**config.mk**
```make
export PLATFORM = sky130hd
export DESIGN_NAME = tlb_fa
export DESIGN_NICKNAME = d
export VERILOG_FILES = /design/src/rtl/tlb_pkg.sv /design/src/rtl/tlb_age.sv /design/src/rtl/tlb_ctrl.sv /design/src/rtl/tlb_dp.sv /design/src/rtl/tlb_fa.sv
export SDC_FILE = /design/constraint.sdc
export NUM_CORES = 1
export LEC_CHECK = 0
export BUFFER_PORTS_ARGS = -buffer_cell sky130_fd_sc_hd__buf_4
export CORE_MARGIN = 2
export CORE_UTILIZATION = 45
export DETAILED_ROUTE_END_ITERATION = 6
export HOLD_SLACK_MARGIN = 0.03
export SLEW_MARGIN = 20
export SYNTH_ARGS = -nofsm -noshare
export SYNTH_HDL_FRONTEND = slang
export SYNTH_HIERARCHICAL = 1
export SYNTH_SLANG_ARGS = --single-unit
export TNS_END_PERCENT = 5
```
**constraint.sdc**
```tcl
create_clock -name clk -period 12.05 [get_ports clk]
set_clock_uncertainty 0.1 [all_clocks]
set_input_delay 3.615 -clock clk [delete_from_list [all_inputs] [get_ports clk]]
set_output_delay 3.615 -clock clk [all_outputs]
set_load 0.005 [all_outputs]
```
**src/rtl/tlb_pkg.sv**
```systemverilog
package tlb_pkg;

  localparam int CTRL_WRITE_BIT = 0;
  localparam int CTRL_DIRTY_BIT = 1;

  typedef struct packed {
    logic doFlush;
    logic doRefill;
    logic doLookup;
    logic grant;
  } tlbStrobe_t;

endpackage

```
**src/rtl/tlb_age.sv**
```systemverilog
module tlb_age #(
  parameter int ENTRIES = 16,
  localparam int AGE_W = (ENTRIES > 1) ? $clog2(ENTRIES) : 1
) (
  input  logic               clk,
  input  logic               rst_n,
  input  logic [ENTRIES-1:0] useSel,
  output logic [ENTRIES-1:0] oldestVec
);

  logic [ENTRIES-1:0][AGE_W-1:0] age;
  logic [AGE_W-1:0]              selAge;
  logic                          anyUse;

  assign anyUse = |useSel;

  always_comb begin
    selAge = '0;
    for (int i = 0; i < ENTRIES; i++) begin
      if (useSel[i]) selAge = selAge | age[i];
    end
  end

  // Ages form a permutation: the used entry becomes 0, younger ones shift up.
  always_ff @(posedge clk or negedge rst_n) begin
    if (!rst_n) begin
      for (int i = 0; i < ENTRIES; i++) age[i] <= AGE_W'(i);
    end else if (anyUse) begin
      for (int i = 0; i < ENTRIES; i++) begin
        if (useSel[i])            age[i] <= '0;
        else if (age[i] < selAge) age[i] <= age[i] + 1'b1;
      end
    end
  end

  generate
    for (genvar g = 0; g < ENTRIES; g++) begin : g_oldest
      assign oldestVec[g] = (age[g] == AGE_W'(ENTRIES - 1));
    end
  endgenerate

endmodule

```
**src/rtl/tlb_ctrl.sv**
```systemverilog
module tlb_ctrl
  import tlb_pkg::*;
#(
  parameter int ENTRIES = 16,
  parameter int CTRL_W  = 3
) (
  input  logic               flushAll,
  input  logic               refillValid,
  input  logic               lookupValid,
  input  logic               lookupWrite,
  input  logic [ENTRIES-1:0] lookupMatch,
  input  logic [ENTRIES-1:0] refillMatch,
  input  logic [ENTRIES-1:0] validVec,
  input  logic [ENTRIES-1:0] oldestVec,
  input  logic [CTRL_W-1:0]  hitCtrl,
  output tlbStrobe_t         strobe,
  output logic [ENTRIES-1:0] refillSel,
  output logic [ENTRIES-1:0] useSel
);

  logic [ENTRIES-1:0] invalidVec;
  logic [ENTRIES-1:0] firstInvalid;
  logic               anyMatch;
  logic               permitOk;

  assign invalidVec   = ~validVec;
  assign firstInvalid = invalidVec & (~invalidVec + ENTRIES'(1));

  always_comb begin
    if (|refillMatch)     refillSel = refillMatch;
    else if (|invalidVec) refillSel = firstInvalid;
    else                  refillSel = oldestVec;
  end

  assign anyMatch = |lookupMatch;
  assign permitOk = !lookupWrite ||
                    (hitCtrl[CTRL_WRITE_BIT] && hitCtrl[CTRL_DIRTY_BIT]);

  always_comb begin
    strobe.doFlush  = flushAll;
    strobe.doRefill = refillValid && !flushAll;
    strobe.doLookup = lookupValid && !refillValid && !flushAll;
    strobe.grant    = strobe.doLookup && anyMatch && permitOk;
  end

  always_comb begin
    if (strobe.doRefill)   useSel = refillSel;
    else if (strobe.grant) useSel = lookupMatch;
    else                   useSel = '0;
  end

endmodule

```
**src/rtl/tlb_dp.sv**
```systemverilog
module tlb_dp
  import tlb_pkg::*;
#(
  parameter int ENTRIES = 16,
  parameter int VPN_W   = 20,
  parameter int PFN_W   = 20,
  parameter int OFF_W   = 12,
  parameter int CTRL_W  = 3,
  localparam int PA_W   = PFN_W + OFF_W
) (
  input  logic               clk,
  input  logic               rst_n,
  input  tlbStrobe_t         strobe,
  input  logic [ENTRIES-1:0] refillSel,
  input  logic [VPN_W-1:0]   lookupVpn,
  input  logic [OFF_W-1:0]   lookupOff,
  input  logic [VPN_W-1:0]   refillVpn,
  input  logic [PFN_W-1:0]   refillPfn,
  input  logic [CTRL_W-1:0]  refillCtrl,
  output logic [ENTRIES-1:0] lookupMatch,
  output logic [ENTRIES-1:0] refillMatch,
  output logic [ENTRIES-1:0] validVec,
  output logic [CTRL_W-1:0]  hitCtrl,
  output logic               respValid,
  output logic               respHit,
  output logic [PA_W-1:0]    respPaddr,
  output logic [CTRL_W-1:0]  respCtrl,
  output logic               missReq,
  output logic [VPN_W-1:0]   missVpn
);

  logic [ENTRIES-1:0][VPN_W-1:0]  vpnMem;
  logic [ENTRIES-1:0][PFN_W-1:0]  pfnMem;
  logic [ENTRIES-1:0][CTRL_W-1:0] ctrlMem;
  logic [PFN_W-1:0]               hitPfn;

  always_ff @(posedge clk or negedge rst_n) begin
    if (!rst_n)               validVec <= '0;
    else if (strobe.doFlush)  validVec <= '0;
    else if (strobe.doRefill) validVec <= validVec | refillSel;
  end

  always_ff @(posedge clk) begin
    if (strobe.doRefill) begin
      for (int i = 0; i < ENTRIES; i++) begin
        if (refillSel[i]) begin
          vpnMem[i]  <= refillVpn;
          pfnMem[i]  <= refillPfn;
          ctrlMem[i] <= refillCtrl;
        end
      end
    end
  end

  generate
    for (genvar g = 0; g < ENTRIES; g++) begin : g_cmp
      assign lookupMatch[g] = validVec[g] && (vpnMem[g] == lookupVpn);
      assign refillMatch[g] = validVec[g] && (vpnMem[g] == refillVpn);
    end
  endgenerate

  always_comb begin
    hitPfn  = '0;
    hitCtrl = '0;
    for (int i = 0; i < ENTRIES; i++) begin
      if (lookupMatch[i]) begin
        hitPfn  = hitPfn | pfnMem[i];
        hitCtrl = hitCtrl | ctrlMem[i];
      end
    end
  end

  always_ff @(posedge clk or negedge rst_n) begin
    if (!rst_n) begin
      respValid <= 1'b0;
      respHit   <= 1'b0;
      respPaddr <= '0;
      respCtrl  <= '0;
      missReq   <= 1'b0;
      missVpn   <= '0;
    end else begin
      respValid <= strobe.doLookup;
      respHit   <= strobe.grant;
      missReq   <= strobe.doLookup && !strobe.grant;
      respPaddr <= strobe.grant ? {hitPfn, lookupOff} : '0;
      respCtrl  <= strobe.grant ? hitCtrl : '0;
      if (strobe.doLookup) missVpn <= lookupVpn;
    end
  end

endmodule

```
**src/rtl/tlb_fa.sv**
```systemverilog
module tlb_fa
  import tlb_pkg::*;
#(
  parameter int ENTRIES = 16,
  parameter int VPN_W   = 20,
  parameter int PFN_W   = 20,
  parameter int OFF_W   = 12,
  parameter int CTRL_W  = 3,
  localparam int VA_W   = VPN_W + OFF_W,
  localparam int PA_W   = PFN_W + OFF_W
) (
  input  logic              clk,
  input  logic              rst_n,
  input  logic              flushAll,
  input  logic              lookupValid,
  input  logic              lookupWrite,
  input  logic [VA_W-1:0]   lookupVaddr,
  input  logic              refillValid,
  input  logic [VPN_W-1:0]  refillVpn,
  input  logic [PFN_W-1:0]  refillPfn,
  input  logic [CTRL_W-1:0] refillCtrl,
  output logic              respValid,
  output logic              respHit,
  output logic [PA_W-1:0]   respPaddr,
  output logic [CTRL_W-1:0] respCtrl,
  output logic              missReq,
  output logic [VPN_W-1:0]  missVpn
);

  tlbStrobe_t         strobe;
  logic [ENTRIES-1:0] lookupMatch;
  logic [ENTRIES-1:0] refillMatch;
  logic [ENTRIES-1:0] validVec;
  logic [ENTRIES-1:0] oldestVec;
  logic [ENTRIES-1:0] refillSel;
  logic [ENTRIES-1:0] useSel;
  logic [CTRL_W-1:0]  hitCtrl;

  tlb_ctrl #(.ENTRIES(ENTRIES), .CTRL_W(CTRL_W)) u_ctrl (
    .flushAll    (flushAll),
    .refillValid (refillValid),
    .lookupValid (lookupValid),
    .lookupWrite (lookupWrite),
    .lookupMatch (lookupMatch),
    .refillMatch (refillMatch),
    .validVec    (validVec),
    .oldestVec   (oldestVec),
    .hitCtrl     (hitCtrl),
    .strobe      (strobe),
    .refillSel   (refillSel),
    .useSel      (useSel)
  );

  tlb_dp #(
    .ENTRIES(ENTRIES), .VPN_W(VPN_W), .PFN_W(PFN_W),
    .OFF_W(OFF_W), .CTRL_W(CTRL_W)
  ) u_dp (
    .clk         (clk),
    .rst_n       (rst_n),
    .strobe      (strobe),
    .refillSel   (refillSel),
    .lookupVpn   (lookupVaddr[VA_W-1:OFF_W]),
    .lookupOff   (lookupVaddr[OFF_W-1:0]),
    .refillVpn   (refillVpn),
    .refillPfn   (refillPfn),
    .refillCtrl  (refillCtrl),
    .lookupMatch (lookupMatch),
    .refillMatch (refillMatch),
    .validVec    (validVec),
    .hitCtrl     (hitCtrl),
    .respValid   (respValid),
    .respHit     (respHit),
    .respPaddr   (respPaddr),
    .respCtrl    (respCtrl),
    .missReq     (missReq),
    .missVpn     (missVpn)
  );

  tlb_age #(.ENTRIES(ENTRIES)) u_age (
    .clk       (clk),
    .rst_n     (rst_n),
    .useSel    (useSel),
    .oldestVec (oldestVec)
  );

endmodule

```
==> impl_summary.md, run 1 <==
Floorplan
The total area inside the core boundary comes to 0.08960 mm^2. The number of core rows is 110. The overall die area is 0.09252 mm^2.

From left edge to right edge, the die measures 304.2 um. The die height is 304.2 um. The starting density of the core is 0.4525. 139 I/O pins were placed.

Timing
Setup repair after global routing left no endpoint under its margin. The tightest hold path in the finished design has a slack of 0.4091 ns. The hold violation count in the final report came to 0.

The total negative slack for setup checks is 0 ns. Setup violations remaining at the end of the flow were counted as 0. Based on the critical path, the design can be clocked at up to 97.58 MHz. In this run the tightest slew margin relative to its limit is 0.2456. The minimum clock period after layout is 10.25 ns. At the pin with the least slew margin, the transition time is 1.123 ns. The max-slew violation total from the final report came to 0.

The final worst setup slack is 1.802 ns. The period utilization is 0.8505.

CTS
The count of cells resized by post-cts repair is 0. The TritonCTS buffer count is 91. CTS built an H-tree with a depth of 3. The tree is rooted in a sky130_fd_sc_hd__clkbuf_16. The TritonCTS clock tree is yes. At the later pin of the worst-skew pair, clock insertion delay measures 0.69 ns. The buffer depth of the longest clock path is 3. In this run the post-CTS setup repair buffer count came out at 0. After clock tree synthesis, the flow added hold-fix buffers numbering 0. The TritonCTS sink count is 826.

The clock transition at the registers of the reported paths is 0.06 ns.

Routing
The routed length per placed instance is 29.82 um. The post-detailed-route DRC marker count is 0. The count of nets left with antenna violations once routing finished came out at 0. The number of DRC markers in iteration 0 is 3618.

In the routed layout, each cell is associated on average with a via count of 6.294. The number of detailed-routing iterations run before antenna repair is 6. Detailed routing inserted a total of 28300 vias. The routed wire length is 134.1 mm.

Global route
For this run the aggregate overflow at the end of global routing stands at 0. The global-route wire length before repair is 193.4 mm. The largest net degree at the start of global routing is 85. The number of antenna violations at the first check in global routing came to 8. The number of global-route vias before repair is 28350. In the global route stage, overall resource usage came out at 0.2850.

Worst setup path
The startpoint type of the worst setup path is a primary input. The critical path goes through buf_4 > xor2_1 > nor4_1 > nand4_1 > buf_4 > a2bb2o_1 > nor4_1 > nand4_1 > nand2_1 > a21boi_2 > and2_1 > o2bb2ai_1 > a22o_1 > a221oi_1 > nand3_1 > nor2_1 > buf_4 > ha_1 > a2111oi_0 > nand2_1 > o2bb2ai_1 > mux2_1. The critical path class is primary input to flip-flop. The endpoint required time on the critical path is 12.47 ns. Counting cells, the worst reg-to-reg path comes to 20. The critical path starts at lookupVaddr[24]. Setup slack on the worst reg-to-reg path comes out at 4.82 ns. Data on the critical path arrives at its endpoint at 10.67 ns.

The critical path contains buffers and inverters numbering 3 combined. In this run the critical register-to-register path is launched from u_dp/vpnMem[315]. The largest stage delay on the critical path is 0.79 ns. The kind of cell adding the most delay to the critical path is compound AO/OA/AOI/OAI gates. The critical-path maximum fanout is 24.

The worst setup path is captured at a flip-flop. The most frequent cell on the critical path is sky130_fd_sc_hd__buf_4. The termination of the worst setup path is u_age/age[46]. The terminus of the critical flop-to-flop path is u_age/age[46]. The critical path crosses 22 cells after its start point. The cell type of the slowest stage on the worst timing path is sky130_fd_sc_hd__a2111oi_0.

Power and ir drop
For this design the ratio of total power to cell area is 159.1 mW/mm^2. In this run the power spent charging and discharging nets is 1.968 mW. The share of total power dissipated in the clock network is 0.390.

The internal power of the cells totals 5.318 mW. Of the total power, registers draw 0.473. In this run the static leakage power is 15.51 nW. Of the total power, the share spent switching nets is 0.2701.

The logic gate share of total power is 0.137. Across the VDD grid, the largest voltage drop is 0.0001210 V. The sum of internal, switching and leakage power is 7.286 mW.

Yosys
In this run the cell area of the synthesized design comes to 0.04055 mm^2. Synthesis handed over a netlist of 3136 instances. During synthesis, Yosys emitted a total of 6 warnings.

The average size of a mapped cell is 12.93 um^2. The number of nets handed over by synthesis was 3281.

Placement
The final weighted congestion in routability-driven placement is 0.9048. The cell total after placement is 4321. During placement, the flow inserted port buffers numbering 138. The worst setup timing slack at the placement stage is 1.386 ns. The area after detailed placement is 0.04272 mm^2.

The HPWL after detailed placement is 79.96 mm.

Final layout
Compared with the post-synthesis result, the final layout area differs by 12.98%. The utilization after layout is 0.5113. The number of cells in the finished layout apart from fillers is 4496.

The finished cells cover 0.04581 mm^2. The number of nets in the layout is 3384. Of the cells placed in the final design, the portion with a size suffix greater than 1 is 0.1383.

Hold path
The cell depth of the worst hold path is 2. The worst hold path belongs to the class flip-flop to flip-flop.

Job
The reported max-cap violation count is 0.

Status
The run finished with clean final reports.
tightest hold or removal path: stages (launching register included):
cell                      delay (ns)
sky130_fd_sc_hd__dfstp_2        0.40
sky130_fd_sc_hd__inv_1          0.05
sky130_fd_sc_hd__a21oi_1        0.05
area by class of cell:
cell class                 count  area (um^2)
fill                        7553        43790
sequential                   826        24150
clock buffer                 132         2581
timing repair buffer         213         1609
multi-input combinational   2003        15110
clock inverter                40        484.2
tap                         1176         1471
inverter                     104        390.4
antenna                        2        5.005
per-layer routing:
layer | share of wire | track usage | up-vias | wire, um
met2 | 0.46 | 0.4545 | 1547 | 62220
met4 | 0.035 | 0.09950 | 2 | 4686
met3 | 0.093 | 0.05474 | 305 | 12490
met1 | 0.41 | 0.3905 | 14440 | 54690
met5 | 0.000097 | 0 | - | 13
li1 | - | - | 12010 | -
power by group through the flow:
stage | combinational [mW] | sequential, mW | clock (mW)
after floorplan | 0.686 | 3.42 | 0
final | 0.998 | 3.45 | 2.84
after detailed placement | 0.985 | 3.49 | 0
after CTS | 0.991 | 3.44 | 2.87
after global placement | 0.925 | 3.49 | 0
after global routing | 1.12 | 3.46 | 2.99
registers in the layout (all words and copies together) (netlist names):
name / flops
u_dp/pfnMem: 320
u_dp/respPaddr: 32
u_dp/vpnMem: 320
u_age/age: 64
u_dp/respHit: 1
u_dp/missVpn: 20
u_dp/ctrlMem: 48
u_dp/respValid: 1
u_dp/validVec: 16
u_dp/respCtrl: 3
u_dp/missReq: 1
worst min-delay path by stage:
| stage | from | to | slack [ns] |
|---|---|---|---|
| floorplan | u_age/age[60] | u_age/age[60] | 0.37 |
| global placement | u_age/age[12] | u_age/age[12] | 0.39 |
| detailed placement | u_age/age[20] | u_age/age[20] | 0.40 |
| CTS | u_age/age[12] | u_age/age[12] | 0.41 |
| global route | u_age/age[20] | u_age/age[20] | 0.42 |
| finish | u_age/age[12] | u_age/age[12] | 0.41 |
cells in the final DEF (no fill, tap or decap), drive strengths merged, types with 24 or more instances in the layout:
master and count:
edfxtp 688, xnor2 425, xor2 221, buf 212, nand3 201, clkbuf 133
nor4 116, nand4 110, nor2 108, inv 107, dfrtp 106, and3 87
nand2 75, a311oi 65, ha 64, and2 55, a21oi 36, mux2 36
dfstp 32, o21ai 32, nor3 28, clkinv 28, nor2b 24, a41oi 24
(Power assumes the default switching activity.)
==> run 2, diff against run 1 <==
Settings changed: ABC_AREA set to 1, CELL_PAD_IN_SITES_DETAIL_PLACEMENT set to 0, CELL_PAD_IN_SITES_GLOBAL_PLACEMENT set to 1, PLACE_DENSITY_LB_ADDON set to 0.1.
==> run 2 against run 1 <==
  * Register-to-register slack improved by 1.2 ns
  * Critical path type unchanged
  * Largest cell class unchanged
  * Via count rose by 27%
  * Largest power group unchanged
  * Die area grew 5.8%
  * Synthesized area increased by 5.9%
  * Hold slack got worse by 0.025 ns
  * Highest routed layer unchanged
  * Clock-buffer cell count shrank 4
  * Wire length grew 29%
  * Combinational power about the same
==> impl_summary.md, run 2 <==
Status
The flow ran to the end, and the final reports show no timing, DRC or antenna violations.

Final layout
From synthesis to final layout, the design area changed by 11.31%. In the final layout, the registers with the most flip-flops are u_dp/pfnMem: 320 flops, u_dp/vpnMem: 320 flops, u_age/age: 64 flops. The commonest non-fill, non-tap cell in the layout is sky130_fd_sc_hd__nand2_1. The number of nets in the layout is 4688. In the layout the commonest cells are 1146 x sky130_fd_sc_hd__nand2_1, 688 x sky130_fd_sc_hd__edfxtp_1, 422 x sky130_fd_sc_hd__nor2_1. The share of final-layout standard cells stronger than drive strength 1 is 0.1166. The number of fill cells in the layout is 8844.

CTS
Buffers added to address setup during post-CTS repair amount to 0. At the later pin of the worst-skew pair, clock insertion delay measures 0.70 ns. TritonCTS built the clock tree. The count of cells resized by post-cts repair is 0. In this run, post-CTS hold repair placed 0 buffers. The H-tree was split into 3 levels. The TritonCTS sink count is 826. Clock-pin slew was measured on the worst setup and hold paths at 0.06 ns.

The cell chosen for the clock root is sky130_fd_sc_hd__clkbuf_16. The TritonCTS buffer count is 94. The buffer depth of the longest clock path is 3.

Worst setup path
The terminus of the critical flop-to-flop path is u_age/age[26]. The most frequent cell on the critical path is sky130_fd_sc_hd__nand2_1. The worst register-to-register path has a setup slack of 5.99 ns. The critical path class is primary input to flip-flop. STA classifies the critical path endpoint as a flip-flop. Counting cells, the worst reg-to-reg path comes to 27.

In this run the critical register-to-register path is launched from u_dp/validVec[9]. The critical path starts at refillVpn[11]. STA classifies the critical path startpoint as a primary input.

In this design, the stage delay of the slowest critical-path cell is 0.52 ns. Along the worst path, the maximum fanout reaches 35. The endpoint required time on the critical path is 12.55 ns.

On the critical path, the stage with the largest delay is an instance of sky130_fd_sc_hd__buf_4. STA puts the critical path data arrival time at 9.76 ns. The kind of cell adding the most delay to the critical path is simple AND/OR/NAND/NOR gates. The buffers plus inverters on the worst setup path is 8.

Global route
Entering global routing, the biggest net connects 74 pins. The number of antenna violations at the first check in global routing is 15. The routing layer with the top usage in global route is met2. The number of global-route vias before repair was 33830. The total global routing overflow is 0. In the global route stage, met1 resource usage came out at 0.4808.

For this run, the total global-route usage over all layers was measured as 0.3477. The met2 track utilization from global routing is 0.5204. For met3 alone, demand over resource in global routing was 0.07926. The global-route wire length before repair is 244.7 mm.

Routing
Once detail routing completed, the nets flagged for antenna violations numbered 0. The average via count per standard cell is 6.110. After detailed routing, the average wire length per cell comes to 29.44 um.

Summed over all layers, the routed wires come to 173.3 mm. The post-detailed-route DRC marker count is 0. After the first detailed-routing iteration, the DRC count stood at 4886. Summing over every cut layer, the via total after detailed routing is 35970.

The first detailed-routing pass ran for 6 iterations.

Yosys
The synthesized netlist net count is 4594. Each instance of the synthesized netlist takes up on average 9.647 um^2. The count of yosys warnings during synthesis is 6. After synthesis the cells add up to 0.04292 mm^2. The gate count of the mapped netlist is 4449.

Job
Max-cap violations in this run came to 0.

Placement
During placement, the flow inserted port buffers numbering 138. The congestion estimate from routability-driven global placement came to 0.9693. Detailed placement finished with a half-perimeter wire length of 108.3 mm.

Floorplan
The starting density of the core is 0.4531. The floorplan has 113 rows. Measured along the x axis, the die boundary spans 312.8 um. The die height is 312.8 um. The area of the placeable core is 0.09473 mm^2. The overall die area is 0.09787 mm^2. The count of boundary I/O pins is 139.

Hold path
The worst hold path passes through 2 cells. The terminating pin of the worst hold path is u_dp/missVpn[0]. The tightest min-delay check is of the flip-flop to flip-flop type.

The startpoint identified for the worst hold timing path is u_dp/missVpn[0].

Timing
The headroom to the max-slew limit is 0.1697. The hold violation count in the final report is 0. For the final routed database, the setup TNS stands at 0 ns. The slew of the pin with the lowest slew margin is 1.244 ns. The maximum frequency from static timing analysis is 108.1 MHz.

Subtracting the final worst setup slack from the clock period gives 9.255 ns. Setup repair after global routing left no endpoint under its margin. The total of endpoints with negative setup slack in the final report is 0. The max-slew violation total from the final report came to 0. The period utilization is 0.7680.

Power and ir drop
The analysis attributes to cell leakage a power of 19.47 nW. Power spread over the standard cell area amounts to 153.9 mW/mm^2. VDD sags by at most 0.0001306 V. The sum of internal, switching and leakage power is 7.351 mW.
run 2: cell count changes in the layout (fill, tap and decap cells not counted), sizes merged, moves of 83 or more:
cell,change
and3,-83
inv,+253
nand2,+1107
nand4,+296
nor2,+371
o21ai,+178
o22ai,+96
xnor2,-351
xor2,-105
run 2: worst max-delay path by stage:
stage | to | cells after the start
after floorplan | u_age/age[10] | 27
after global placement | u_age/age[26] | 27
after detailed placement | u_age/age[26] | 26
after CTS | u_age/age[26] | 26
after global routing | u_age/age[32] | 28
final | u_age/age[26] | 29
run 2: stage by stage:
| stage | utilization | std cells | worst slack, ns | hold WS (ns) | cell area [um^2] |
|---|---|---|---|---|---|
| after floorplan | - | 4449 | 2.640 | 0.3668 | 42920 |
| after global placement | 0.4717 | 5712 | 2.117 | 0.3688 | 44680 |
| after detailed placement | 0.4718 | 5712 | 2.287 | 0.3738 | 44690 |
| after CTS | 0.5043 | 5886 | 2.969 | 0.3878 | 47770 |
| after global routing | 0.5043 | 5886 | 2.444 | 0.4010 | 47770 |
| final | 0.5043 | 5887 | 2.795 | 0.3845 | 47770 |
run 2: power by group:
group          switching, mW  total [mW]  internal (mW)
registers              0.176        3.43           3.26
logic                  0.657        1.02          0.362
clock network           1.22        2.90           1.68
run 2: area by class of cell:
| cell class | instances | area (um^2) | area share |
|---|---|---|---|
| well taps | 1265 | 1583 | 0.03313 |
| multi-input cells | 3043 | 15980 | 0.3344 |
| repair buffers | 209 | 1573 | 0.03292 |
| flip-flops and latches | 826 | 24150 | 0.5056 |
| diodes | 1 | 2.502 | 0.00005238 |
| clock inverters | 46 | 451.7 | 0.009454 |
| inverters | 369 | 1413 | 0.02957 |
| clock buffers | 128 | 2624 | 0.05492 |
run 2: per-layer routing:
layer,part of all wire,routed length (um)
met5,0.00089,155
met4,0.053,9231
met3,0.11,19440
met2,0.43,74440
met1,0.40,70050
run 2: worst min-delay path: cells and delay by family (launching register included):
kind / cells / cell delay (ns)
flops: 1 / 0.34
compound gates: 1 / 0.06
simple gates: 1 / 0.05
